## config.mk

```make
export PLATFORM = sky130hd
export DESIGN_NAME = sync_shutter_ctrl
export DESIGN_NICKNAME = d
export VERILOG_FILES = /design/src/rtl/sync_shutter_pkg.sv /design/src/rtl/sync_cfg_regs.sv /design/src/rtl/sync_sequencer.sv /design/src/rtl/busy_merge.sv /design/src/rtl/sync_shutter_ctrl.sv
export SDC_FILE = /design/constraint.sdc
export NUM_CORES = 1
export LEC_CHECK = 0
export ABC_AREA = 1
export BUFFER_PORTS_ARGS = -buffer_cell sky130_fd_sc_hd__buf_4
export CORE_MARGIN = 2
export CORE_UTILIZATION = 60
export DETAILED_ROUTE_END_ITERATION = 7
export MAX_ROUTING_LAYER = met4
export PLACE_DENSITY = 0.9
export SLEW_MARGIN = 10
export SYNTH_ARGS = -nofsm -noshare
export SYNTH_HDL_FRONTEND = slang
export SYNTH_SLANG_ARGS = --single-unit
```

## constraint.sdc

```tcl
create_clock -name clk -period 7.25 [get_ports clk]
set_input_delay 1.0875 -clock clk [delete_from_list [all_inputs] [get_ports clk]]
set_output_delay 1.0875 -clock clk [all_outputs]
set_load 0.02 [all_outputs]
```

## src/rtl/sync_shutter_pkg.sv

```systemverilog
package sync_shutter_pkg;
  typedef enum logic [1:0] {
    SQ_IDLE  = 2'd0,
    SQ_PRE   = 2'd1,
    SQ_PULSE = 2'd2,
    SQ_POST  = 2'd3
  } sq_state_t;
endpackage

```

## src/rtl/sync_cfg_regs.sv

```systemverilog
module sync_cfg_regs #(
  parameter int CW        = 16,
  parameter int MIN_PULSE = 1,
  parameter int MIN_WIN   = 65
) (
  input  logic          clk,
  input  logic          rst_n,
  input  logic          cfg_wr,
  input  logic          cfg_addr,
  input  logic [CW-1:0] cfg_wdata,
  output logic [CW-1:0] pulse_len,
  output logic [CW-1:0] win_len
);
  localparam logic [CW-1:0] PMIN = CW'(MIN_PULSE);
  localparam logic [CW-1:0] WMIN = CW'(MIN_WIN);

  always_ff @(posedge clk) begin
    if (!rst_n) begin
      pulse_len <= PMIN;
      win_len   <= WMIN;
    end else if (cfg_wr) begin
      if (!cfg_addr) pulse_len <= (cfg_wdata < PMIN) ? PMIN : cfg_wdata;
      else           win_len   <= (cfg_wdata < WMIN) ? WMIN : cfg_wdata;
    end
  end
endmodule

```

## src/rtl/sync_sequencer.sv

```systemverilog
module sync_sequencer
  import sync_shutter_pkg::*;
#(
  parameter int CW = 16
) (
  input  logic          clk,
  input  logic          rst_n,
  input  logic          sync_req,
  input  logic          chip_rst_en,
  input  logic [CW-1:0] pulse_len,
  input  logic [CW-1:0] win_len,
  output logic          active,
  output logic          t0_pulse,
  output logic          chip_rst,
  output logic          done
);
  localparam int NW = CW + 1;

  sq_state_t     state;
  logic [NW-1:0] cnt;
  logic [NW-1:0] lim_p;
  logic [NW-1:0] lim_last;
  logic          rst_en_q;
  logic [NW-1:0] p_ext;
  logic [NW-1:0] w_ext;
  logic [NW-1:0] span;

  always_comb begin
    p_ext = NW'(pulse_len);
    w_ext = NW'(win_len);
    span  = (w_ext > p_ext + NW'(2)) ? w_ext : p_ext + NW'(2);
  end

  always_ff @(posedge clk) begin
    if (!rst_n) begin
      state    <= SQ_IDLE;
      cnt      <= '0;
      lim_p    <= '0;
      lim_last <= '0;
      rst_en_q <= 1'b0;
      done     <= 1'b0;
    end else begin
      done <= 1'b0;
      unique case (state)
        SQ_IDLE: if (sync_req) begin
          state    <= SQ_PRE;
          cnt      <= '0;
          lim_p    <= p_ext;
          lim_last <= span - NW'(1);
          rst_en_q <= chip_rst_en;
        end
        SQ_PRE: begin
          state <= SQ_PULSE;
          cnt   <= cnt + NW'(1);
        end
        SQ_PULSE: begin
          cnt <= cnt + NW'(1);
          if (cnt == lim_p) state <= SQ_POST;
        end
        SQ_POST: begin
          if (cnt == lim_last) begin
            state <= SQ_IDLE;
            done  <= 1'b1;
          end else begin
            cnt <= cnt + NW'(1);
          end
        end
        default: state <= SQ_IDLE;
      endcase
    end
  end

  assign active   = (state != SQ_IDLE);
  assign t0_pulse = (state == SQ_PULSE);
  assign chip_rst = (state == SQ_PULSE) && rst_en_q;
endmodule

```

## src/rtl/busy_merge.sv

```systemverilog
module busy_merge #(
  parameter int NREMOTE = 3
) (
  input  logic               clk,
  input  logic               rst_n,
  input  logic               buf_afull,
  input  logic               halt_set,
  input  logic               halt_clr,
  input  logic [NREMOTE-1:0] remote_busy,
  output logic               busy_local,
  output logic               busy_all
);
  logic halt_q;

  always_ff @(posedge clk) begin
    if (!rst_n)        halt_q <= 1'b0;
    else if (halt_set) halt_q <= 1'b1;
    else if (halt_clr) halt_q <= 1'b0;
  end

  assign busy_local = buf_afull | halt_q;
  assign busy_all   = busy_local | (|remote_busy);
endmodule

```

## src/rtl/sync_shutter_ctrl.sv

```systemverilog
module sync_shutter_ctrl #(
  parameter int CW        = 16,
  parameter int MIN_PULSE = 1,
  parameter int MIN_WIN   = 65,
  parameter int NREMOTE   = 3
) (
  input  logic               clk,
  input  logic               rst_n,
  input  logic               shutter_en,
  input  logic               sync_req,
  input  logic               chip_rst_en,
  input  logic               cfg_wr,
  input  logic               cfg_addr,
  input  logic [CW-1:0]      cfg_wdata,
  input  logic               buf_afull,
  input  logic               halt_set,
  input  logic               halt_clr,
  input  logic [NREMOTE-1:0] remote_busy,
  output logic               shutter_o,
  output logic               t0_sync_o,
  output logic               chip_rst_o,
  output logic               sync_done_o,
  output logic               busy_o,
  output logic               busy_all_o
);
  logic [CW-1:0] pulse_len;
  logic [CW-1:0] win_len;
  logic          seq_active;

  sync_cfg_regs #(.CW(CW), .MIN_PULSE(MIN_PULSE), .MIN_WIN(MIN_WIN)) u_cfg (
    .clk(clk), .rst_n(rst_n), .cfg_wr(cfg_wr), .cfg_addr(cfg_addr),
    .cfg_wdata(cfg_wdata), .pulse_len(pulse_len), .win_len(win_len)
  );

  sync_sequencer #(.CW(CW)) u_seq (
    .clk(clk), .rst_n(rst_n), .sync_req(sync_req), .chip_rst_en(chip_rst_en),
    .pulse_len(pulse_len), .win_len(win_len), .active(seq_active),
    .t0_pulse(t0_sync_o), .chip_rst(chip_rst_o), .done(sync_done_o)
  );

  busy_merge #(.NREMOTE(NREMOTE)) u_busy (
    .clk(clk), .rst_n(rst_n), .buf_afull(buf_afull), .halt_set(halt_set),
    .halt_clr(halt_clr), .remote_busy(remote_busy),
    .busy_local(busy_o), .busy_all(busy_all_o)
  );

  assign shutter_o = shutter_en && !seq_active;
endmodule

```

After elaboration in Yosys (flattened, before gate mapping). Index checks and enable logic that the tools add are counted.

Output and inout port bits: 6. Flip-flop bits (word level): 87.

Equal/unequal tests: 9. Reductions and logical operators: 14. Order comparisons: 3. $add $sub $neg: 3. Bitwise logic cells: 3. Muxes and demuxes: 13.

Operators by type and width (number): $mux 17 (3); $pmux 17 s3 (1); $mux 16 (2); $add 16x2->17 const B (1); $add 17x1->17 const B (1); $eq 17x16->1 (1); $eq 17x17->1 (1); $gt 16x17->1 (1); $sub 17x1->17 const B (1); $lt 16x1->1 const B (1); $lt 16x7->1 const B (1); $reduce_and 2->1 (5); $pmux 2 s4 (1); $mux 2 (3); $eq 2x2->1 const B (2); $ne 2x1->1 const B (2); $ne 2x2->1 const B (2); $reduce_bool 2->1 (2); $mux 1 (3); $reduce_and 3->1 (1); $reduce_or 3->1 (1); $eq 2x1->1 const B (1); $logic_and 1x1->1 (2); $logic_not 2->1 (1); other kinds (4) (5).

Depth between registers and ports, before layout. Gate-level depths: netlist of run 1.

Depth after elaboration: 4. Gate-level depth with buffers: 30. Gate-level depth less buffers: 30.

Cells and area by module. From an unflattened synthesis of run 1, not the netlist that was laid out.

Cell total of the unflattened synthesis: 833. Area total of the unflattened synthesis: 5615.4 sq um.

Modules (own cells, without submodules): sync_sequencer (sequential area each 1081.0 sq um, area an instance 4331.7 sq um, times used 1, cells an instance 664); sync_cfg_regs (sequential area each 640.6 sq um, area an instance 1214.9 sq um, times used 1, cells an instance 157); busy_merge (sequential area each 20.0 sq um, area an instance 58.8 sq um, times used 1, cells an instance 10); sync_shutter_ctrl (sequential area each 0.0 sq um, area an instance 10.0 sq um, times used 1, cells an instance 2).

Worst setup path before layout of run 1. No wires, ideal clock.

Kind: flip-flop to flip-flop. Start point: register u_cfg.pulse_len[1]. End point: register u_seq.lim_last[16]. Setup time: 0.131 ns. Data arrival time: 3.115 ns. Path buffers: 0. Path slack: 4.004 ns. Cell stages (with the launch flop): 29. Path through: dfxtp_1 ha_1 nand2_1 inv_1 nand2_1 inv_1 nand3_1 or2_2 nand2_1 inv_1 ha_1 nand2_1 inv_1 nand3_1 nor2_1 nand2_2 nand2_4 nand2_8 o21ai_2 ha_1 inv_1 nor2_1 nand2_2 nor2_4 nand2_1 nand2_1 nand2_1 nand2_1 a21oi_2.

Longest elaborated chain between the ends: 4.

Ends and longest elaborated chain: start, declared (line sync_cfg_regs.sv:11) `output logic [CW-1:0] pulse_len,`; start signal, assigned (line sync_cfg_regs.sv:22) `if (!cfg_addr) pulse_len <= (cfg_wdata < PMIN) ? PMIN : cfg_wdata;`; $add 16x2->17 * (line sync_sequencer.sv:31) `span = (w_ext > p_ext + NW'(2)) ? w_ext : p_ext + NW'(2);`; $gt 16x17->1 (line sync_sequencer.sv:31); $mux 17 * (line sync_sequencer.sv:31); $sub 17x1->17 * (line sync_sequencer.sv:49) `lim_last <= span - NW'(1);`; end signal, assigned (line sync_sequencer.sv:49); end, declared (line sync_sequencer.sv:22) `logic [NW-1:0] lim_last;`.

Every way passes the cells marked *; elsewhere a longest branch is shown, timed or not. A chain may end at the register's enable or synchronous reset.

Worst setup path after layout of run 1. Ends and elaborated chain as after synthesis.

==> run summary, run 1 <==
The run gives 838 as the synthesized netlist net count. The worst path meets setup with 3340 ps of slack. The library cell with the highest instance count after synthesis is sky130_fd_sc_hd__nand2_1. The Yosys step of the flow raised 0 warnings.

Row generation in the floorplan step produced 34 rows. In this run, the number of DRC markers left after iteration 0 of detailed routing was 289. The number of gates resized after CTS was 0. For the worst setup path, the data arrival time is 4130 ps.

Setup repair after global routing left no endpoint under its margin. The logs give 0.320 for the portion of the post-synthesis area used by sequential elements and 3 for the maximum level of the CTS H-tree. Period utilization: 0.539. The area share of the largest cell type after synthesis works out to 0.320. The placed instance count was 901; the residual overflow from global routing was 0. For this run, the detailed router's first-pass iteration total came to 7.

In this run, CTS created clock tree buffers numbering 9. For the pin with the worst max-slew slack, the measured transition is 1000 ps. The tools report the critical path launch point type as a register. The number of hold violations in the final report is 0, and the total of hold buffers inserted after clock tree synthesis is 0. The run gives 14300 µm as the total wire length after detailed routing. The via count of the first global-routing pass came out at 5058. The run gives 8760 µm² as the placeable core region. The run gives 856 as the number of nets in the layout.

The tightest min-delay check is of the reg2reg type. The die covers 9860 µm². The run finished with clean final reports.

The clock passes through at most 2 buffers. The logs give 917 for the non-filler instance count after layout and 0 for the final number of setup-violating endpoints. The number of setup buffers added after CTS was 0; the number of I/O port buffers was 34. The run gives 0 as the max-slew violation total from the final report.

The final route contains 5278 vias. After technology mapping, the gate count stands at 786. The die is 99.3 µm tall. The die is 99.3 µm wide. The synthesized design contains 87 register bits. The repair_antennas step left the layout with diodes totalling 0. Type of destination of the critical path: a register. CTS placed an instance of sky130_fd_sc_hd__clkbuf_8 at the clock tree root.

Among all flip-flop cells after synthesis, the most frequent one is sky130_fd_sc_hd__dfxtp_1. The data required time of the critical path is 7480 ps. From synthesis to final layout, the design area changed by 8.17%. The start point of the critical path was u_cfg.pulse_len[1]. Entering global routing, the biggest net connects 51 pins. The tools report the number of antenna violations at the first check in global routing as 0. The critical-path cell with the highest stage delay was sky130_fd_sc_hd__dfxtp_1. The share of cells above drive strength 1 is 0.126. In this run the critical register-to-register path is launched from u_cfg.pulse_len[1]. The routed wirelength normalized by instance count is 15.6 µm.

The maximum operating frequency came out at 256 MHz. The largest total area in the synthesized netlist belongs to sky130_fd_sc_hd__dfxtp_1. The fraction of registers with async set or reset after synthesis came out at 0. Subtracting the final worst setup slack from the clock period gives 3910 ps. The logs give 0.622 for the starting density of the core and 2.65 nW for the standby leakage power.

For the count of unresolved DRC violations after routing, the log shows 0. Ranked by total cell area, the synthesized netlist is headed by sky130_fd_sc_hd__dfxtp_1 32%, sky130_fd_sc_hd__nand2_1 9.9%, sky130_fd_sc_hd__nor2_1 6.6%. The clock arrives with 18.0 ps of skew.

The logs give 35 for the count of boundary I/O pins and 0 for the remaining antenna violation count after routing. In this run the most critical hold path is launched from u_busy.halt_q. TritonCTS built the clock tree. The critical path in this run is classified as reg2reg. The clock net in this run drives a total of 87 sinks. The clock-pin slew on the worst setup and hold paths came out at 90 ps. The total half-perimeter wirelength after legalization and detailed placement is 11100 µm, and the ratio of routed vias to standard cells is 5.76. The run gives 0 as the count of maximum capacitance violations. At the end of routability-driven placement, the weighted congestion stood at 0.996. Each instance of the synthesized netlist takes up on average 6.93 µm². The tools report the worst relative slew slack as 0.331. The delay of the slowest cell on the worst path was 440 ps. By instance count, the cell type seen most on the critical path is sky130_fd_sc_hd__nand2_1. Summing every instance area after synthesis gives 5450 µm².

In this run, distinct cell masters in the synthesized netlist total 46. Power per standard cell area: 246 nW/µm². OpenSTA, run right after detailed placement, puts the worst setup slack at 3430 ps. The number of enable-type register cells in the synthesized netlist was 0; the aggregate global-route resource usage was 0.311. The maximum ir drop on the vdd rail is 0.000122 V, and the summed negative setup slack over all endpoints is 0 ps.

Along the worst path, the maximum fanout reaches 19. Share of the core filled with cells in the final layout: 0.673. The insertion delay to the later sink of the worst-skew pair was 380 ps. The first global-routing pass estimated 23800 µm of wire.

After synthesis, the most frequently instantiated cells are 143 x sky130_fd_sc_hd__nand2_1, 96 x sky130_fd_sc_hd__nor2_1, 90 x sky130_fd_sc_hd__inv_1.
power by group:
part           total [mW]  leakage [nW]  switching [mW]  internal, mW
Combinational       0.498          1.85           0.316         0.182
Sequential          0.623         0.714          0.0696         0.553
Clock               0.329        0.0892           0.198         0.131
Total                1.45          2.65           0.584         0.866
sequential cells by signal, indices dropped and copies added (netlist names):
| signal | cells |
|---|---|
| u_seq.rst_en_q | 1 |
| u_seq.lim_last | 17 |
| u_busy.halt_q | 1 |
| u_cfg.win_len | 16 |
| u_seq.done | 1 |
| u_seq.state | 2 |
| u_seq.lim_p | 16 |
| u_seq.cnt | 17 |
| u_cfg.pulse_len | 16 |
placed cells by master, fill, tap and decap left out, types with 2 or more instances in the layout:
master                       netlist  final
sky130_fd_sc_hd__or3_1             2      2
sky130_fd_sc_hd__dfxtp_1          87     87
sky130_fd_sc_hd__nand4_1          22     22
sky130_fd_sc_hd__nand2_1         143    143
sky130_fd_sc_hd__o2111ai_1         2      2
sky130_fd_sc_hd__inv_1            90     90
sky130_fd_sc_hd__inv_6             0      2
sky130_fd_sc_hd__a21o_1            2      2
sky130_fd_sc_hd__a211oi_1          6      6
sky130_fd_sc_hd__clkinv_4          0      2
sky130_fd_sc_hd__nand3_1          48     48
sky130_fd_sc_hd__o21ai_1           4      4
sky130_fd_sc_hd__nand2_4           5      5
sky130_fd_sc_hd__nor3_1           16     16
sky130_fd_sc_hd__a31oi_1           2      2
sky130_fd_sc_hd__o211ai_1          2      2
sky130_fd_sc_hd__o21ai_2           3      3
sky130_fd_sc_hd__buf_4             2     35
sky130_fd_sc_hd__nor2_4            8      8
sky130_fd_sc_hd__nand2_2          15     15
sky130_fd_sc_hd__o22ai_1           4      4
sky130_fd_sc_hd__xor2_1           31     31
sky130_fd_sc_hd__clkbuf_8          0      9
sky130_fd_sc_hd__nand3b_1          2      2
sky130_fd_sc_hd__nor4_1            8      8
sky130_fd_sc_hd__clkinvlp_4        0      2
sky130_fd_sc_hd__or2_2             7      7
sky130_fd_sc_hd__clkinv_1          2      2
sky130_fd_sc_hd__inv_2             4      4
sky130_fd_sc_hd__a21oi_1          52     52
sky130_fd_sc_hd__nand3_2           2      2
sky130_fd_sc_hd__xnor2_1          16     16
sky130_fd_sc_hd__ha_1             23     23
sky130_fd_sc_hd__nor2_2            2      2
sky130_fd_sc_hd__o21ai_0          43     43
sky130_fd_sc_hd__nor2_1           96     96
metal layers:
metal,global-route usage,vias up,routed length [µm]
li1,-,2597,-
met1,0.366,2405,5930
met2,0.514,215,6720
met3,0.0408,61,832
met4,0.174,0,828
met5,-,-,0
kinds of logic (layout without fill, tap and decap cells):
family                   Yosys count  in the layout  share of synthesized area
AO/OA/AOI/OAI                    124            124                      0.127
XOR/XNOR                          47             47                     0.0755
adder cells (fa/ha/maj)           23             23                     0.0528
buffers and inverters            124            147                     0.0923
flip-flops                        87             87                      0.320
AND/OR/NAND/NOR                  381            381                      0.332
area by class of cell:
class,count,area (µm²)
multi-input cells,575,3200
fillers,769,2870
flip-flops and latches,87,1740
inverters,96,360
repair buffers,35,263
well taps,108,135
clock buffers,9,124
clock inverters,7,66.3
metrics by stage:
step / area, µm² / hold slack, ps / total power, mW
floorplan: 5450 / 445 / 1.01
global placement: 5700 / 461 / 1.10
detailed placement: 5700 / 475 / 1.12
CTS: 5890 / 499 / 1.45
global route: 5890 / 520 / 1.55
finish: 5890 / 494 / 1.45
critical path, delay by kind of cell, from the launching register on:
| family | cells | cell delay, ps |
|---|---|---|
| adders and majority gates | 3 | 650 |
| AOI/OAI and AO/OA | 2 | 280 |
| DFF | 1 | 440 |
| and+or+nand+nor | 18 | 2060 |
| buffers and inverters | 5 | 360 |
worst paths after layout:
check / end / slack [ps] / cells past startpoint
worst max register to register: u_seq.lim_last[16] / 3340 / 28
worst min-delay path: u_busy.halt_q / 490 / 2
worst min register to register: u_busy.halt_q / 490 / 2
worst max-delay path: u_seq.lim_last[16] / 3340 / 28
Note: power is estimated with default switching activity, not from simulation.
==> inputs of run 2 (changes only) <==
--- a/config.mk
+++ b/config.mk
@@ -5,13 +5,13 @@
 export SDC_FILE = /design/constraint.sdc
 export NUM_CORES = 1
 export LEC_CHECK = 0
-export ABC_AREA = 1
+export ABC_AREA = 0
 export BUFFER_PORTS_ARGS = -buffer_cell sky130_fd_sc_hd__buf_4
 export CORE_MARGIN = 2
-export CORE_UTILIZATION = 60
+export CORE_UTILIZATION = 55
 export DETAILED_ROUTE_END_ITERATION = 7
 export MAX_ROUTING_LAYER = met4
-export PLACE_DENSITY = 0.9
+export PLACE_DENSITY = 0.87
 export SLEW_MARGIN = 10
 export SYNTH_ARGS = -nofsm -noshare
 export SYNTH_HDL_FRONTEND = slang
==> constraint.sdc (replaced) <==
create_clock -name clk -period 3.2 [get_ports clk]
set_input_delay 0.48 -clock clk [delete_from_list [all_inputs] [get_ports clk]]
set_output_delay 0.48 -clock clk [all_outputs]
set_load 0.02 [all_outputs]
==> run summary, run 2 <==
For this run the aggregate overflow at the end of global routing stands at 0. The power per standard cell area was 502 nW/µm²; the slew at the pin with the worst max-slew slack was 1110 ps. Counting instances in the post-synthesis netlist gives the leading cell types as 114 x sky130_fd_sc_hd__nand2_1, 87 x sky130_fd_sc_hd__dfxtp_1, 59 x sky130_fd_sc_hd__nor2_1.

The worst relative slew slack was 0.261. The portion of the post-synthesis area used by sequential elements came out at 0.338. Leaving out fill and tap cells, the most frequent cells in the layout are 128 x sky130_fd_sc_hd__buf_4, 109 x sky130_fd_sc_hd__nand2_1, 80 x sky130_fd_sc_hd__dfxtp_1.

For this design the top-level I/O count stands at 35. The number of nets in the layout was 817; the count of maximum capacitance violations was 0. The netlist uses 53 different library cells. Deepest clock path buffer count: 2. For this design the static power due to leakage is 2.66 nW. The synthesized netlist occupies a cell area of 5150 µm².

The logs give 0 for the total of hold buffers inserted after clock tree synthesis and 57 for the pin count of the biggest net entering global routing. The die area was 10200 µm². The number of antenna violations at the first check in global routing was 0; the first-pass iteration count of the detailed router was 7. The worst register-to-register path begins at u_cfg.pulse_len[5].

The root buffer cell chosen for the clock tree is sky130_fd_sc_hd__clkbuf_8. Among all cell types in the netlist, the one instantiated most often is sky130_fd_sc_hd__nand2_1. The fraction of registers with async set or reset after synthesis came out at 0. Across the VDD grid, the largest voltage drop is 0.000243 V. Setup repair after global routing could not meet its margin everywhere. Via count of the first global-routing pass: 5276. Following the worst setup path forward leads to its endpoint at u_seq.lim_last[14]. Type of destination of the critical path: a register. TritonCTS built the clock tree. Data on the critical path arrives at its endpoint at 4020 ps.

The tools report the wire length of the first global-routing pass as 25800 µm. Static timing analysis puts the maximum clock frequency at 263 MHz. The logs give 0 for the count of unresolved DRC violations after routing and 0 for the remaining antenna violation count after routing. Of all nets on the critical path, the largest fanout is 5. The antenna diode count is 0.

The tools report the global placer's final weighted congestion as 1.05. The flow ran to the end, but the final reports show violations. The clock-pin slew on the worst setup and hold paths is 90 ps. Ratio of routed vias to standard cells: 6.30. Summed over all nets, the half-perimeter wirelength after detailed placement is 11500 µm.

The logs give 9 for the total CTS buffers and 719 for the synthesized netlist net count. The run gives 0.335 as the aggregate global-route resource usage. After the flow finishes, the layout carries non-filler instances totaling 881. Each instance of the synthesized netlist takes up on average 7.72 µm². The period utilization is 1.19, and the xor and xnor area share after synthesis is 0.139. The final reports fail on setup timing.

Final number of setup-violating endpoints: 15. The main combinational cell family by area after synthesis is simple AND/OR/NAND/NOR gates. The post-synthesis simple-gate area fraction is 0.266. For the number of hold violations in the final report, the log shows 0.

The register-to-register setup slack is -610 ps. The worst path needs 3810 ps of the cycle, external delays included. Share of synthesized cell area in full adder, half adder and majority cells: 0.0559.

CTS built an H-tree with a depth of 3. The capture instance of the worst register-to-register path was u_seq.lim_last[14]. Summed over all instances, the cell type with the most area after synthesis is sky130_fd_sc_hd__dfxtp_1. The Yosys step of the flow raised 0 warnings. Iteration-0 DRC count of the detailed router: 515. For the insertion delay to the later sink of the worst-skew pair, the log shows 370 ps.

Data on the critical path is required at its endpoint by 3420 ps. The largest clock skew in the final design is 14.2 ps, and the die boundary width is 101 µm. The post-synthesis mux area share came out at 0.00802. In this run, synthesis produced a sequential element count of 87.

In the final routed layout, each cell accounts on average for 19.2 µm. The initialized floorplan defines 35 standard-cell rows. The number of enable-type register cells in the synthesized netlist was 0; the relative area change from synthesis to final layout was 28.0%. Tracing the worst setup path back leads to its startpoint at u_cfg.pulse_len[5].

The library cell used most frequently in the layout, excluding fill and tap cells, is sky130_fd_sc_hd__buf_4. The share of cells above drive strength 1 was 0.266. The tightest min-delay check is of the in2reg type.

The routed design has 17000 µm of wire. From bottom edge to top edge, the die measures 101 µm. STA classifies the critical path startpoint as a register. The tools report the final critical-path setup slack as -607 ps.

The critical path is of the reg2reg type. The fraction of the mapped netlist area in compound gates was 0.149. The tree built by TritonCTS fans out to 87 sinks. Before CTS, the worst setup slack after placement is -593 ps. During placement, the flow inserted port buffers numbering 34.

The starting density of the core was 0.563; the max-slew violation total from the final report was 0. Placeable core region: 9150 µm². For this run, the leading register cell type out of synthesis is sky130_fd_sc_hd__dfxtp_1.

In the final layout, the registers with the most flip-flops are u_seq.cnt (17), u_seq.lim_last (17). The synthesized netlist cell count is 667. The area share of the largest cell type after synthesis is 0.338.

The number of cells on the worst reg-to-reg path is 20. For this block, the via count after detailed routing is 5547. After synthesis, the cell types taking the most area are sky130_fd_sc_hd__dfxtp_1 34%, sky130_fd_sc_hd__nand2_1 8.3%, sky130_fd_sc_hd__xnor2_1 7.3%. In this run, placement finished with an instance count of 840.
==> run 2: cell types whose count changed after synthesis, moves of 7 or more <==
cell	change
sky130_fd_sc_hd__o21ai_0	-16
sky130_fd_sc_hd__nor2_1	-37
sky130_fd_sc_hd__inv_1	-76
sky130_fd_sc_hd__a22oi_1	+12
sky130_fd_sc_hd__xor2_1	+8
sky130_fd_sc_hd__nand2_1	-29
sky130_fd_sc_hd__nor2_4	-8
sky130_fd_sc_hd__nor3_1	+7
sky130_fd_sc_hd__xnor2_1	+27
sky130_fd_sc_hd__nand4_1	-7
sky130_fd_sc_hd__clkbuf_1	+14
sky130_fd_sc_hd__nand2_2	-15
sky130_fd_sc_hd__nand3_1	-20
==> run 2: kinds of logic (layout without fill, tap and decap cells) <==
family	count (synthesis)	after routing
and+or+nand+nor	290	290
AOI/OAI and AO/OA	124	124
DFF	87	87
xor gates and xnor gates	82	82
buffers and inverters	57	160
adders and majority gates	23	23
muxes	4	4
==> run 2: critical path, stage by stage, from the launching register on <==
cell                      delay, ps
sky130_fd_sc_hd__dfxtp_2        390
sky130_fd_sc_hd__nand4_1        140
sky130_fd_sc_hd__buf_4          180
sky130_fd_sc_hd__nor4_4         340
sky130_fd_sc_hd__xor2_2         270
sky130_fd_sc_hd__inv_2           80
sky130_fd_sc_hd__ha_4           280
sky130_fd_sc_hd__nand3_4         80
sky130_fd_sc_hd__nor4_4         260
sky130_fd_sc_hd__nor2_2          90
sky130_fd_sc_hd__o22ai_2        210
sky130_fd_sc_hd__nand2_4        120
sky130_fd_sc_hd__a21oi_4        200
sky130_fd_sc_hd__ha_4           190
sky130_fd_sc_hd__nand2_4         70
sky130_fd_sc_hd__nor2_4         110
sky130_fd_sc_hd__nand2_1         70
sky130_fd_sc_hd__xor2_1         200
sky130_fd_sc_hd__nor3_2          70
sky130_fd_sc_hd__a21oi_1        180
sky130_fd_sc_hd__o32ai_1        120
==> run 2: worst min path at each step <==
stage                   start             end  slack (ps)  cells after the start
2_1_floorplan  u_seq.rst_en_q  u_seq.rst_en_q         430                      2
3_3_place_gp   u_seq.rst_en_q  u_seq.rst_en_q         440                      2
3_5_place_dp   u_seq.lim_p[2]  u_seq.lim_p[2]         460                      2
4_1_cts              halt_set   u_busy.halt_q         330                      3
5_1_grt              halt_set   u_busy.halt_q         350                      3
6_report             halt_set   u_busy.halt_q         330                      3
==> run 2: per-layer routing <==
| metal | vias to the layer above | GRT usage | share of wire |
|---|---|---|---|
| li1 | 2501 | - | - |
| met1 | 2564 | 0.375 | 0.37 |
| met2 | 366 | 0.558 | 0.48 |
| met3 | 116 | 0.0548 | 0.075 |
| met4 | 0 | 0.209 | 0.070 |
| met5 | - | - | 0 |
==> run 2: timing repair <==
| item | 4_1_cts | 5_1_grt |
|---|---|---|
| endpoints found under the setup margin | 13 | 16 |
| resized for setup | 24 | 22 |
| pin swaps | 26 | 23 |
| buffers inserted | 17 | 11 |
==> run 2: final cells by class <==
| class | count | area, µm² |
|---|---|---|
| Clock buffer | 13 | 169 |
| Clock inverter | 3 | 23.8 |
| Fill cell | 631 | 2560 |
| Inverter | 14 | 52.6 |
| Multi-Input combinational cell | 523 | 3470 |
| Sequential cell | 87 | 1750 |
| Tap cell | 111 | 139 |
| Timing Repair Buffer | 130 | 983 |
==> run 2: metrics by stage <==
| stage | hold slack, ps | TNS (ps) | utilization | power (mW) | instance area (µm²) |
|---|---|---|---|---|---|
| 3_3_place_gp | 439 | -1570 | 0.659 | 2.35 | 6040 |
| 3_5_place_dp | 460 | -3230 | 0.659 | 2.39 | 6040 |
| 6_report | 328 | -4260 | 0.720 | 3.31 | 6590 |
| 4_1_cts | 331 | -2290 | 0.704 | 3.20 | 6440 |
| 2_1_floorplan | 432 | -3400 | - | 2.06 | 5330 |
| 5_1_grt | 349 | -7050 | 0.720 | 3.47 | 6590 |
==> run 2: power by group <==
group	switching (mW)	total, mW	internal, mW	leakage (nW)
sequential	0.107	1.30	1.20	0.712
clock	0.405	0.754	0.349	0.0923
combinational	0.724	1.25	0.525	1.86
total	1.24	3.31	2.07	2.66
